[config.mk]
export PLATFORM = sky130hd
export DESIGN_NAME = audio_ring_reader
export DESIGN_NICKNAME = d
export VERILOG_FILES = /design/src/rtl/audio_ring_pkg.sv /design/src/rtl/audio_ring_cfg.sv /design/src/rtl/audio_ring_pacer.sv /design/src/rtl/audio_ring_walker.sv /design/src/rtl/audio_ring_reader.sv
export SDC_FILE = /design/constraint.sdc
export NUM_CORES = 1
export LEC_CHECK = 0
export BUFFER_PORTS_ARGS = -buffer_cell sky130_fd_sc_hd__buf_4
export CAP_MARGIN = 10
export CELL_PAD_IN_SITES_DETAIL_PLACEMENT = 1
export CELL_PAD_IN_SITES_GLOBAL_PLACEMENT = 2
export CORE_ASPECT_RATIO = 0.6
export CORE_MARGIN = 8
export CORE_UTILIZATION = 25
export CTS_BUF_LIST = sky130_fd_sc_hd__clkbuf_4
export DETAILED_ROUTE_END_ITERATION = 10
export GPL_TIMING_DRIVEN = 0
export PLACE_DENSITY = 0.6
export SLEW_MARGIN = 10
export SYNTH_ARGS = -nofsm -noshare
export SYNTH_HDL_FRONTEND = slang
export SYNTH_SLANG_ARGS = --single-unit
[constraint.sdc]
create_clock -name clk -period 10.15 [get_ports clk]
set_input_delay 0.5075 -clock clk [delete_from_list [all_inputs] [get_ports clk]]
set_output_delay 0.5075 -clock clk [all_outputs]
set_load 0.02 [all_outputs]
[src/rtl/audio_ring_pkg.sv]
package audio_ring_pkg;

   // bit positions inside the event mask
   localparam int EVT_WRAP_BIT = 0;
   localparam int EVT_HALF_BIT = 1;
   localparam int EVT_COUNT    = 2;

   // read tracking state
   typedef enum logic {
      FETCH_IDLE = 1'b0,
      FETCH_WAIT = 1'b1
   } fetch_state_t;

endpackage

[src/rtl/audio_ring_cfg.sv]
module audio_ring_cfg
   import audio_ring_pkg::*;
#(
   parameter int ADDR_W  = 16,
   parameter int PER_W   = 16,
   parameter int STEP_SH = 2
)(
   input  logic                 clk,
   input  logic                 rst_n,
   input  logic                 frozen,
   input  logic [ADDR_W-1:0]    cfg_start,
   input  logic [ADDR_W-1:0]    cfg_last,
   input  logic [PER_W-1:0]     cfg_period,
   input  logic [EVT_COUNT-1:0] cfg_evt_mask,
   output logic [ADDR_W-1:0]    start_q,
   output logic [ADDR_W-1:0]    last_q,
   output logic [ADDR_W-1:0]    mid_q,
   output logic [PER_W-1:0]     period_q,
   output logic [EVT_COUNT-1:0] mask_q
);

   logic [ADDR_W-1:0] span;
   logic [ADDR_W-1:0] entries;
   logic [ADDR_W-1:0] half_entries;
   logic [ADDR_W-1:0] mid_next;

   always_comb begin
      span         = cfg_last - cfg_start;
      entries      = (span >> STEP_SH) + ADDR_W'(1);
      half_entries = entries >> 1;
      mid_next     = cfg_start + (half_entries << STEP_SH);
   end

   always_ff @(posedge clk) begin
      if (!rst_n) begin
         start_q  <= '0;
         last_q   <= '0;
         mid_q    <= '0;
         period_q <= '0;
         mask_q   <= '0;
      end else if (!frozen) begin
         start_q  <= cfg_start;
         last_q   <= cfg_last;
         mid_q    <= mid_next;
         period_q <= cfg_period;
         mask_q   <= cfg_evt_mask;
      end
   end

endmodule

[src/rtl/audio_ring_pacer.sv]
module audio_ring_pacer #(
   parameter int PER_W = 16
)(
   input  logic             clk,
   input  logic             rst_n,
   input  logic             run,
   input  logic [PER_W-1:0] period,
   output logic             tick
);

   logic [PER_W-1:0] cnt;
   logic             live;

   assign live = run && (period != '0);
   assign tick = live && (cnt == period - PER_W'(1));

   always_ff @(posedge clk) begin
      if (!rst_n)     cnt <= '0;
      else if (!live) cnt <= '0;
      else if (tick)  cnt <= '0;
      else            cnt <= cnt + PER_W'(1);
   end

endmodule

[src/rtl/audio_ring_walker.sv]
module audio_ring_walker #(
   parameter int ADDR_W   = 16,
   parameter int STEP_SH  = 2,
   parameter bit HALF_EVT = 1'b1
)(
   input  logic              clk,
   input  logic              rst_n,
   input  logic              load,
   input  logic [ADDR_W-1:0] load_addr,
   input  logic              step,
   input  logic [ADDR_W-1:0] start,
   input  logic [ADDR_W-1:0] last,
   input  logic [ADDR_W-1:0] mid,
   output logic [ADDR_W-1:0] ptr,
   output logic              at_last,
   output logic              half_next
);

   localparam logic [ADDR_W-1:0] STEP = ADDR_W'(1) << STEP_SH;

   logic [ADDR_W-1:0] ptr_inc;

   assign ptr_inc = ptr + STEP;
   assign at_last = (ptr == last);

   generate
      if (HALF_EVT) begin : g_half
         assign half_next = !at_last && (ptr_inc == mid);
      end else begin : g_no_half
         assign half_next = 1'b0;
      end
   endgenerate

   always_ff @(posedge clk) begin
      if (!rst_n)       ptr <= '0;
      else if (load)    ptr <= load_addr;
      else if (step)    ptr <= at_last ? start : ptr_inc;
   end

endmodule

[src/rtl/audio_ring_reader.sv]
module audio_ring_reader
   import audio_ring_pkg::*;
#(
   parameter int ADDR_W   = 16,
   parameter int DATA_W   = 32,
   parameter int PER_W    = 16,
   parameter bit HALF_EVT = 1'b1
)(
   input  logic                 clk,
   input  logic                 rst_n,
   input  logic                 en,
   input  logic [ADDR_W-1:0]    cfg_start,
   input  logic [ADDR_W-1:0]    cfg_last,
   input  logic [PER_W-1:0]     cfg_period,
   input  logic [EVT_COUNT-1:0] cfg_evt_mask,
   output logic                 mem_req,
   output logic [ADDR_W-1:0]    mem_addr,
   input  logic                 mem_rvalid,
   input  logic [DATA_W-1:0]    mem_rdata,
   output logic [DATA_W-1:0]    smp_data,
   output logic                 smp_valid,
   output logic [ADDR_W-1:0]    tail_ptr,
   output logic                 evt_wrap,
   output logic                 evt_half,
   output logic                 tick_missed
);

   localparam int BYTES   = DATA_W / 8;
   localparam int STEP_SH = $clog2(BYTES);

   generate
      if ((DATA_W % 8) != 0 || (BYTES & (BYTES - 1)) != 0) begin : g_bad_data_w
         $error("DATA_W must be a power-of-two number of bytes");
      end
      if (ADDR_W <= STEP_SH + 1) begin : g_bad_addr_w
         $error("ADDR_W too small for the entry size");
      end
      if (PER_W < 1) begin : g_bad_per_w
         $error("PER_W must be at least 1");
      end
   endgenerate

   logic                 en_q;
   logic [ADDR_W-1:0]    start_q, last_q, mid_q;
   logic [PER_W-1:0]     period_q;
   logic [EVT_COUNT-1:0] mask_q;
   logic                 tick;
   logic [ADDR_W-1:0]    ptr;
   logic                 at_last, half_next;
   fetch_state_t         fstate;
   logic                 busy, issue, miss;

   always_ff @(posedge clk) begin
      if (!rst_n) en_q <= 1'b0;
      else        en_q <= en;
   end

   audio_ring_cfg #(
      .ADDR_W (ADDR_W),
      .PER_W  (PER_W),
      .STEP_SH(STEP_SH)
   ) u_cfg (
      .clk         (clk),
      .rst_n       (rst_n),
      .frozen      (en_q),
      .cfg_start   (cfg_start),
      .cfg_last    (cfg_last),
      .cfg_period  (cfg_period),
      .cfg_evt_mask(cfg_evt_mask),
      .start_q     (start_q),
      .last_q      (last_q),
      .mid_q       (mid_q),
      .period_q    (period_q),
      .mask_q      (mask_q)
   );

   audio_ring_pacer #(
      .PER_W(PER_W)
   ) u_pacer (
      .clk   (clk),
      .rst_n (rst_n),
      .run   (en_q),
      .period(period_q),
      .tick  (tick)
   );

   audio_ring_walker #(
      .ADDR_W  (ADDR_W),
      .STEP_SH (STEP_SH),
      .HALF_EVT(HALF_EVT)
   ) u_walker (
      .clk      (clk),
      .rst_n    (rst_n),
      .load     (!en_q),
      .load_addr(cfg_start),
      .step     (issue),
      .start    (start_q),
      .last     (last_q),
      .mid      (mid_q),
      .ptr      (ptr),
      .at_last  (at_last),
      .half_next(half_next)
   );

   // a response arriving at the tick edge frees the slot for a new read
   assign busy  = (fstate == FETCH_WAIT) && !mem_rvalid;
   assign issue = tick && !busy;
   assign miss  = tick && busy;

   always_ff @(posedge clk) begin
      if (!rst_n) begin
         fstate      <= FETCH_IDLE;
         mem_req     <= 1'b0;
         mem_addr    <= '0;
         smp_data    <= '0;
         smp_valid   <= 1'b0;
         evt_wrap    <= 1'b0;
         evt_half    <= 1'b0;
         tick_missed <= 1'b0;
      end else if (!en_q) begin
         fstate      <= FETCH_IDLE;
         mem_req     <= 1'b0;
         smp_valid   <= 1'b0;
         evt_wrap    <= 1'b0;
         evt_half    <= 1'b0;
         tick_missed <= 1'b0;
      end else begin
         mem_req     <= issue;
         evt_wrap    <= issue && at_last   && mask_q[EVT_WRAP_BIT];
         evt_half    <= issue && half_next && mask_q[EVT_HALF_BIT];
         tick_missed <= miss;
         smp_valid   <= mem_rvalid || miss;
         if (issue)      mem_addr <= ptr;
         if (mem_rvalid) smp_data <= mem_rdata;
         if (issue)           fstate <= FETCH_WAIT;
         else if (mem_rvalid) fstate <= FETCH_IDLE;
      end
   end

   assign tail_ptr = ptr;

endmodule

==> results of run 1 <==
## sequential cells by signal, indices dropped and copies added (netlist names)
| register | flops |
|---|---|
| en_q | 1 |
| tick_missed | 1 |
| u_cfg.last_q | 16 |
| evt_wrap | 1 |
| mem_req | 1 |
| mem_addr | 16 |
| smp_data | 32 |
| u_pacer.cnt | 16 |
| u_cfg.mask_q | 2 |
| u_cfg.start_q | 14 |
| fstate | 1 |
| smp_valid | 1 |
| u_cfg.mid_q | 16 |
| evt_half | 1 |
| u_cfg.period_q | 16 |
| u_walker.ptr | 16 |
## cell type report
cell class,instances,share of cell area (%)
Multi-Input combinational cell,784,48.72
Clock buffer,20,1.439
Clock inverter,10,1.259
Buffer,57,2.194
Timing Repair Buffer,154,11.08
Tap cell,459,5.502
Inverter,23,0.8271
Sequential cell,151,28.96
Antenna cell,1,0.02398
## power breakdown
part	total (W)	leakage [nW]	internal (W)	switching (W)
clock network	0.000400	0.158	0.000175	0.000226
logic	0.000418	2.78	0.000180	0.000237
registers	0.000667	1.24	0.000631	0.0000368
## through the flow
stage,std cells,power [W],area (µm²),setup WS [ns],hold slack [ns]
floorplan,1015,0.0009509,8417,5.580,0.4407
global placement,1627,0.001094,10140,4.647,0.4427
detailed placement,1628,0.001099,10150,4.556,0.4497
CTS,1658,0.001503,10440,5.152,0.09719
global route,1659,0.001582,10440,4.681,0.09240
finish,1659,0.001486,10440,5.135,0.1502
## layout by cell type (no fill, tap or decap), types with 4 or more instances in the layout
cell | netlist | routed
nor2_1 | 125 | 125
o21ai_0 | 31 | 31
mux2_2 | 7 | 7
nand4_1 | 10 | 10
a211o_1 | 4 | 4
a221oi_1 | 4 | 4
and3_1 | 13 | 13
clkbuf_4 | 0 | 20
nor2b_1 | 7 | 7
a211oi_1 | 8 | 8
clkinv_2 | 0 | 5
nand2_1 | 114 | 114
or3_1 | 9 | 9
a21o_1 | 8 | 8
o21a_1 | 4 | 4
nand3b_1 | 13 | 13
nand3_1 | 28 | 28
xor2_1 | 43 | 43
a31oi_1 | 7 | 7
a21oi_1 | 78 | 78
o211ai_1 | 6 | 6
nor3_1 | 19 | 19
or2_2 | 4 | 4
inv_1 | 23 | 23
dfxtp_1 | 151 | 151
nor4_1 | 13 | 12
mux2i_1 | 70 | 70
ha_1 | 33 | 33
buf_4 | 3 | 157
xnor2_1 | 63 | 63
and2_1 | 9 | 9
clkbuf_1 | 48 | 48
nand2b_1 | 13 | 13
## worst max path at each step
stage,to,depth (start not counted)
2_1_floorplan,u_cfg.mid_q[15],19
3_3_place_gp,u_cfg.mid_q[15],21
3_5_place_dp,u_cfg.mid_q[15],21
4_1_cts,u_cfg.mid_q[15],21
5_1_grt,u_cfg.mid_q[15],21
6_report,u_cfg.mid_q[15],21
## synth_stat cells, drive strengths merged, types with 3 or more instances
master | number | share of area [%]
xnor2 | 63 | 6.6
or2 | 4 | 0.30
o21ai | 33 | 2.0
nand3b | 13 | 1.2
mux2 | 7 | 0.94
a21oi | 78 | 4.6
or4 | 3 | 0.31
inv | 23 | 1.0
dfxtp | 151 | 36
nand3 | 28 | 1.7
nand4 | 10 | 0.74
or4b | 3 | 0.36
a21o | 8 | 0.71
and2 | 9 | 0.67
o211ai | 6 | 0.54
nor3 | 20 | 1.2
buf | 9 | 0.58
or3 | 9 | 0.67
nor2b | 7 | 0.52
clkbuf | 48 | 2.1
nand2 | 114 | 5.1
xor2 | 43 | 4.5
nor4 | 14 | 1.2
a211oi | 8 | 0.71
nor2 | 125 | 5.6
and3 | 13 | 0.97
a31oi | 7 | 0.52
nand2b | 13 | 0.97
a211o | 4 | 0.42
o21a | 4 | 0.36
mux2i | 70 | 8.3
a221oi | 4 | 0.42
ha | 33 | 4.9
## logic make-up after synthesis
logic type	Yosys count	synth area share, %
simple gates	394	22.42
compound gates	173	12.49
xor+xnor	106	11.03
mux	77	9.261
fa+ha+maj	34	5.144
flops	151	35.91
buf+inv	80	3.746
## critical path, cell delays in order
cell	delay, ns
buf_4	0.15
inv_1	0.06
ha_1	0.35
o21ai_0	0.24
nand2b_1	0.16
nand2_1	0.20
xnor2_1	0.24
nor4b_1	0.60
nand2_1	0.24
o21a_1	0.24
a211oi_1	0.23
xnor2_1	0.21
ha_1	0.29
a21oi_1	0.20
nand2_1	0.08
o21ai_0	0.28
o21ai_0	0.20
a31o_2	0.30
and3b_1	0.16
o211a_1	0.21
a2111oi_1	0.30
## layer usage
metal,part of all wire (%),up-vias,global-route usage [%]
li1,-,3880,-
met1,56,3689,24.75
met3,4.7,7,3.460
met2,39,150,22.63
met5,0,-,0
met4,0.65,0,2.239
==> out/results.ini, run 1 <==
[status]
run_status=finished, final reports clean

[critical_path]
worst_r2r_path_depth=12
cp-startpoint=cfg_start[2]
worstPathArrival_ns=5.44
worst-setup-path-type=in -> reg
crit_path_max_fanout=5
critPathLaunchType=input pin
setup.reg_to_reg.worst_slack_ns=6.42
crit_path_end_kind=flip-flop
worst_ep_required_time_ns=10.58
crit-reg2reg-launch=u_cfg.period_q[1]
reg2reg_to=u_pacer.cnt[11]

[power]
static_leakage_nw=4.174
pwr_density_nw_per_um2=142.3
highest_ir_drop_seen_on_vdd_v=0.00005998

[routing]
antenna_violating_nets_post_route=0
routed_wirelength_um=32260
drc=0
drt_first_iter_violations=347
first_pass_iters=4
routed_via_density=4.657
detailroute.via_count=7726
wire_per_inst_um=19.45

[clocking]
cts_repair_resize_count=0
cts_post_setup_buffers_inserted=0
worst_setup_hold_path_clk_slew_ns=0.13
cts_root_buffer=clkbuf_4
cts_tree=built
cts_buffers=17
htreeDepth=4
clk_path_buf_depth=2
cts.hold.buffers_added=0
clk-insertion-delay-late_ns=0.57
tritoncts_num_sinks=151

[sta]
final.setup_skew_ns=0.02834
max_slew_margin_pct=37.87
maxClockFrequency_ghz=0.1994
setup_viol=0
slew_viol_final=0
fin_tns_setup_ns=0
period_needed_ns=5.015
worst-slew-pin-transition_ns=0.9320
hold_viol_final=0
min_period_over_period_pct=49.41
setup_repair_after_global_routing_missed_its_margin=no

[logic_synthesis]
yosysSeqAreaShare_pct=35.91
synth.avg_cell_area_um2=8.292
postSynthRegisterBits=151
yosysUniqueCellTypes=64
yosys_warnings=0
synthCells=1015
postSynth.topFlopCell=dfxtp_1
synth-edff-count=0
post_synthesis_async_set_or_reset_flop_share_pct=0
syn_nets=1135
synth_area_um2=8417

[cells_and_area]
areaGrowthSynthToFinish_pct=24.01
fillers=4017
nets=1308
multiInputGateArea_um2=5085
sequential_cell_area_um2=3023
layout.core_utilization_pct=31.21
layout-drive-gt1-share_pct=17.26

[floorplanning]
overall_die_area_um2=39990
dieHeight_um=158.1
io_pins=155
die_width_um=252.9
placeableCoreArea_um2=33440
rows=52
floorplan.initialDensity_pct=25.17

[global_route]
gr_util_all_layers_pct=16.05
via_count_of_the_first_global_routing_pass=7815
grt_start_max_net_pins=17
global_route_overflow=0
wire_length_of_the_first_global_routing_pass_um=49180
initial_antenna_violation_count=1

[placed_design]
last_weighted_congestion_value_of_the_routability_driven_placer=0.7825
place.port_buffers=153
hpwl_um=25900

[hold_path]
min_path_type=in -> reg
hold_path.startpoint=en
hold_path_depth=2
whs_endpoint=en_q

[job]
cap_violations=0

(Power assumes the default switching activity.)
==> run 2, diff against run 1 <==
PLACE_DENSITY = 0.62   (was 0.6)
clock period = 4.05 ns   (was 10.15 ns; I/O delays follow)
==> out/results.ini, run 2 (synthesis gave the netlist of run 1 again) <==
[status]
run_status=finished, final reports clean

[critical_path]
setup.reg_to_reg.worst_slack_ns=0.44
endpoint=u_cfg.mid_q[15]
worst-setup-path-type=in -> reg
worst_r2r_path_depth=11
critPathTopFamily=compound AO/OA/AOI/OAI gates
cp_slowest_stage_delay_ns=0.58
crit_path_end_kind=flip-flop
critPathLaunchType=input pin
worst_ep_required_time_ns=4.49
reg2reg_to=u_walker.ptr[1]
crit_buf_inv=3
worst_path_max_delay_cell=or4b_4
worstPathArrival_ns=4.36
cp-startpoint=cfg_start[1]
worst-path-stages=18
cp_common_cell=a21o_1
crit_path_max_fanout=9
crit-reg2reg-launch=u_cfg.period_q[6]
critical_path_cell_list=buf_4 > inv_1 > ha_1 > a2111o_1 > a32oi_2 > a211oi_2 > or2_2 > a21o_1 > clkbuf_2 > o211ai_1 > nand4_1 > or4b_4 > ha_4 > a21o_1 > a31o_2 > and3b_1 > o211a_1 > a2111oi_1

[power]
highest_ir_drop_seen_on_vdd_v=0.0001720
comb_power_share_pct=30.4
switching_share_pct=34.46
pwr_density_nw_per_um2=332.9
intPower_w=0.002466
seq_power_share_pct=44.4
netSwitchingPower_w=0.001297
pwr-share-clk_pct=25.2
static_leakage_nw=4.510

[clocking]
cts_buffers=17
htreeDepth=4
worst_setup_hold_path_clk_slew_ns=0.14
clk_path_buf_depth=2
cts_root_buffer=clkbuf_4
tritoncts_num_sinks=151
clk-insertion-delay-late_ns=0.55
cts_tree=built

[global_route]
gr-usage-met1_pct=25.25
global_route.usage.met3_pct=3.148
met2_grt_util_pct=22.38
wire_length_of_the_first_global_routing_pass_um=49850
initial_antenna_violation_count=1
via_count_of_the_first_global_routing_pass=8175
grt_start_max_net_pins=17
global_route.peak_usage_layer=met1
global_route_overflow=0
gr_util_all_layers_pct=16.08

[cells_and_area]
layout-drive-gt1-share_pct=17.76
layout_commonest_cell=buf_4
fillers=3996
final_cell_area_um2=11300
areaGrowthSynthToFinish_pct=34.26
flip_flop_count_of_the_largest_register_all_copies_and_words_added=32
nets=1386
commonest_cells_after_routing_fill_and_taps_aside=buf_4, dfxtp_1, nor2_1
max_flop_register=smp_data

[routing]
routed_via_density=4.588
routed_wirelength_um=32160
drt_first_iter_violations=397
drc=0
detailroute.via_count=7978
first_pass_iters=6
wire_per_inst_um=18.49
antenna_violating_nets_post_route=0

[placed_design]
hpwl_um=25390
pre_cts_slack_ns=-0.7479
placement_stage_cell_area_um2=10180
place.port_buffers=153
last_weighted_congestion_value_of_the_routability_driven_placer=0.7924

[floorplanning]
overall_die_area_um2=39990
placeableCoreArea_um2=33440
io_pins=155
dieHeight_um=158.1
floorplan.initialDensity_pct=25.17
rows=52
die_width_um=252.9

[sta]
maxClockFrequency_ghz=0.2550
max_slew_margin_pct=42.22
min_period_over_period_pct=96.83
worst_slack_ns=0.1282
final.setup_skew_ns=0.02625
period_needed_ns=3.922
worst-slew-pin-transition_ns=0.8668
slew_viol_final=0
hold_viol_final=0
fin_tns_setup_ns=0
setup_viol=0

[hold_path]
min_path_type=in -> reg

[job]
cap_violations=0

## run 2: cell type report
| type | instances | area, µm² | share of cell area, % |
|---|---|---|---|
| Inverter | 23 | 86.33 | 0.7640 |
| Antenna cell | 2 | 5.005 | 0.04429 |
| Sequential cell | 151 | 3023 | 26.75 |
| Multi-Input combinational cell | 784 | 5177 | 45.82 |
| Clock inverter | 13 | 132.6 | 1.174 |
| Timing Repair Buffer | 234 | 1944 | 17.21 |
| Buffer | 55 | 222.7 | 1.971 |
| Tap cell | 459 | 574.3 | 5.082 |
| Clock buffer | 18 | 135.1 | 1.196 |
## run 2: worst min path at each step
stage                  start           endpoint  cells after the start
2_1_floorplan   cfg_start[2]    u_walker.ptr[2]                      2
3_3_place_gp              en               en_q                      2
3_5_place_dp              en               en_q                      2
4_1_cts         cfg_start[3]   u_cfg.start_q[3]                      3
5_1_grt         cfg_start[3]   u_cfg.start_q[3]                      3
6_report       cfg_start[11]  u_cfg.start_q[11]                      3
## run 2: routing by layer
metal	vias up	share of wire [%]
li1	4023	-
met1	3814	56
met2	131	39
met3	10	4.9
met4	0	0.40
met5	-	0
## run 2: worst min-delay path, delay by kind of cell
family                 cells  cell delay [ns]
and+or+nand+nor            1             0.17
buffers and inverters      1             0.13
AOI/OAI and AO/OA          1             0.09
## run 2: metrics by stage
| stage | cells | power, W | hold slack, ns | util, % |
|---|---|---|---|---|
| global route | 1738 | 0.004022 | 0.03380 | 33.78 |
| global placement | 1627 | 0.002745 | 0.4214 | 30.40 |
| detailed placement | 1628 | 0.002761 | 0.4246 | 30.44 |
| floorplan | 1015 | 0.002391 | 0.3111 | - |
| CTS | 1739 | 0.003793 | 0.03077 | 33.71 |
| finish | 1739 | 0.003762 | 0.08318 | 33.79 |
## run 2: power groups by stage
stage	sequential, W	combinational [W]	clock, W
2_1_floorplan	0.00170	0.000692	0
3_3_place_gp	0.00170	0.00104	0
3_5_place_dp	0.00171	0.00105	0
4_1_cts	0.00167	0.00114	0.000985
5_1_grt	0.00169	0.00127	0.00106
6_report	0.00167	0.00114	0.000947
## run 2: repair_timing
item,in CTS,in global routing
endpoints found under the setup margin,1,1
gates resized for setup,6,9
buffers inserted,5,0
pin swaps,3,4
hold buffers,75,0
endpoints found under the hold margin,83,0
==> run 3, diff against run 2 <==
CORE_UTILIZATION = 31   (was 25)
PLACE_DENSITY = 0.82   (was 0.62)
==> out/results.ini, run 3 (synthesis gave the netlist of run 1 again) <==
[status]
run_status=finished, final reports clean

[critical_path]
crit_buf_inv=3
critical_path_cell_list=buf_4 > inv_1 > ha_1 > a2111o_1 > nand2_2 > xnor2_2 > nor4b_4 > buf_4 > nand2_1 > o21a_1 > a211oi_2 > xnor2_2 > ha_1 > a21oi_2 > nand2_1 > o21ai_2 > o21ai_2 > a31o_2 > or3_1 > a22oi_2 > a2111oi_2
worst_path_max_delay_cell=a2111o_1
worst_ep_required_time_ns=4.46
worstPathArrival_ns=4.36
crit_path_end_kind=flip-flop
critPathLaunchType=input pin
crit_path_max_fanout=4
worst-setup-path-type=in -> reg
cp_slowest_stage_delay_ns=0.51
critPathTopFamily=compound AO/OA/AOI/OAI gates

[global_route]
gr-usage-met1_pct=26.55
met2_grt_util_pct=27.79
grt_start_max_net_pins=17
gr_util_all_layers_pct=18.43
global_route.usage.met3_pct=4.056
wire_length_of_the_first_global_routing_pass_um=47850
global_route_overflow=0
initial_antenna_violation_count=2
via_count_of_the_first_global_routing_pass=8318
global_route.peak_usage_layer=met2

[sta]
maxClockFrequency_ghz=0.2532
max_slew_margin_pct=39.86
worst-slew-pin-transition_ns=0.9021
period_needed_ns=3.949
slew_viol_final=0
worst_slack_ns=0.1013
fin_tns_setup_ns=0
setup_viol=0
final.setup_skew_ns=0.01620
hold_viol_final=0
min_period_over_period_pct=97.50

[floorplanning]
die_width_um=228.7
dieHeight_um=143.6
rows=46
floorplan.initialDensity_pct=31.72
io_pins=155
placeableCoreArea_um2=26530
overall_die_area_um2=32850

[routing]
detailroute.via_count=8166
routed_wirelength_um=30820
first_pass_iters=5
drt_first_iter_violations=398
wire_per_inst_um=18.69
drc=0
antenna_violating_nets_post_route=0
routed_via_density=4.952

[clocking]
cts_root_buffer=clkbuf_4
worst_setup_hold_path_clk_slew_ns=0.13
clk_path_buf_depth=2
clk-insertion-delay-late_ns=0.56
cts_buffers=17
htreeDepth=4
cts_tree=built
tritoncts_num_sinks=151

[cells_and_area]
fillers=3181
commonest_cells_after_routing_fill_and_taps_aside=buf_4, dfxtp_1, nor2_1
max_flop_register=smp_data
final-instance-count-excl-fill=1649
final_cell_area_um2=11290
layout-drive-gt1-share_pct=18.34
flip_flop_count_of_the_largest_register_all_copies_and_words_added=32
layout_commonest_cell=buf_4
areaGrowthSynthToFinish_pct=34.18
nets=1395

[placed_design]
placement_stage_cell_area_um2=10050
last_weighted_congestion_value_of_the_routability_driven_placer=0.8240
place.port_buffers=153
pre_cts_slack_ns=-0.7607
hpwl_um=23970
dp.cells=1529

[power]
static_leakage_nw=4.571
highest_ir_drop_seen_on_vdd_v=0.0001528
pwr_density_nw_per_um2=337.7

[hold_path]
min_path_type=in -> reg

[job]
cap_violations=0

## run 3: final timing paths
path                                   startpoint               end  slack (ns)  cells past startpoint
worst max-delay path                 cfg_start[1]   u_cfg.mid_q[15]        0.10                     21
worst min-delay path                 cfg_start[3]  u_cfg.start_q[3]        0.07                      3
worst max register to register  u_cfg.period_q[0]   u_walker.ptr[7]        0.47                     13
worst min register to register       smp_data[24]      smp_data[24]        0.47                      2
## run 3: worst reg2reg max path, delay by kind of cell (launching register included)
family | cells | cell delay, ns
AOI/OAI and AO/OA | 3 | 0.41
adders and majority gates | 1 | 0.24
buffers and inverters | 3 | 0.59
DFF | 1 | 0.37
muxes | 2 | 0.33
and+or+nand+nor | 4 | 1.54
## run 3: timing repair
item	CTS	global route
pin swaps	3	9
endpoints found under the setup margin	1	1
gates cloned	0	0
hold buffers	77	0
hold endpoints to repair	85	0
gates resized for setup	2	20
buffers inserted	7	6
## run 3: cell type report
class | instances | area, µm² | area share [%]
clock inverters | 11 | 132.6 | 1.174
repair buffers | 244 | 2024 | 17.93
inverters | 23 | 86.33 | 0.7645
clock buffers | 20 | 150.1 | 1.329
flip-flops and latches | 151 | 3023 | 26.77
plain buffers | 54 | 217.7 | 1.928
multi-input cells | 784 | 5204 | 46.08
well taps | 360 | 450.4 | 3.988
diodes | 2 | 5.005 | 0.04432
## run 3: metal layers
layer	vias up	wire [µm]
li1	4037	-
met1	3927	16110
met2	187	12710
met3	15	1797
met4	0	204
met5	-	0
## run 3: power by group
group	internal [W]	leakage [nW]	switching [W]
combinational	0.000538	3.19	0.000625
sequential	0.00158	1.24	0.0000885
clock	0.000435	0.145	0.000546
total	0.00255	4.57	0.00126
## run 3: metrics by stage
stage | utilization [%] | power (W) | hold slack (ns)
2_1_floorplan | - | 0.002391 | 0.3111
3_3_place_gp | 37.84 | 0.002710 | 0.4340
3_5_place_dp | 37.89 | 0.002743 | 0.4349
4_1_cts | 42.07 | 0.003797 | 0.003399
5_1_grt | 42.55 | 0.004029 | 0.009226
6_report | 42.56 | 0.003813 | 0.06605
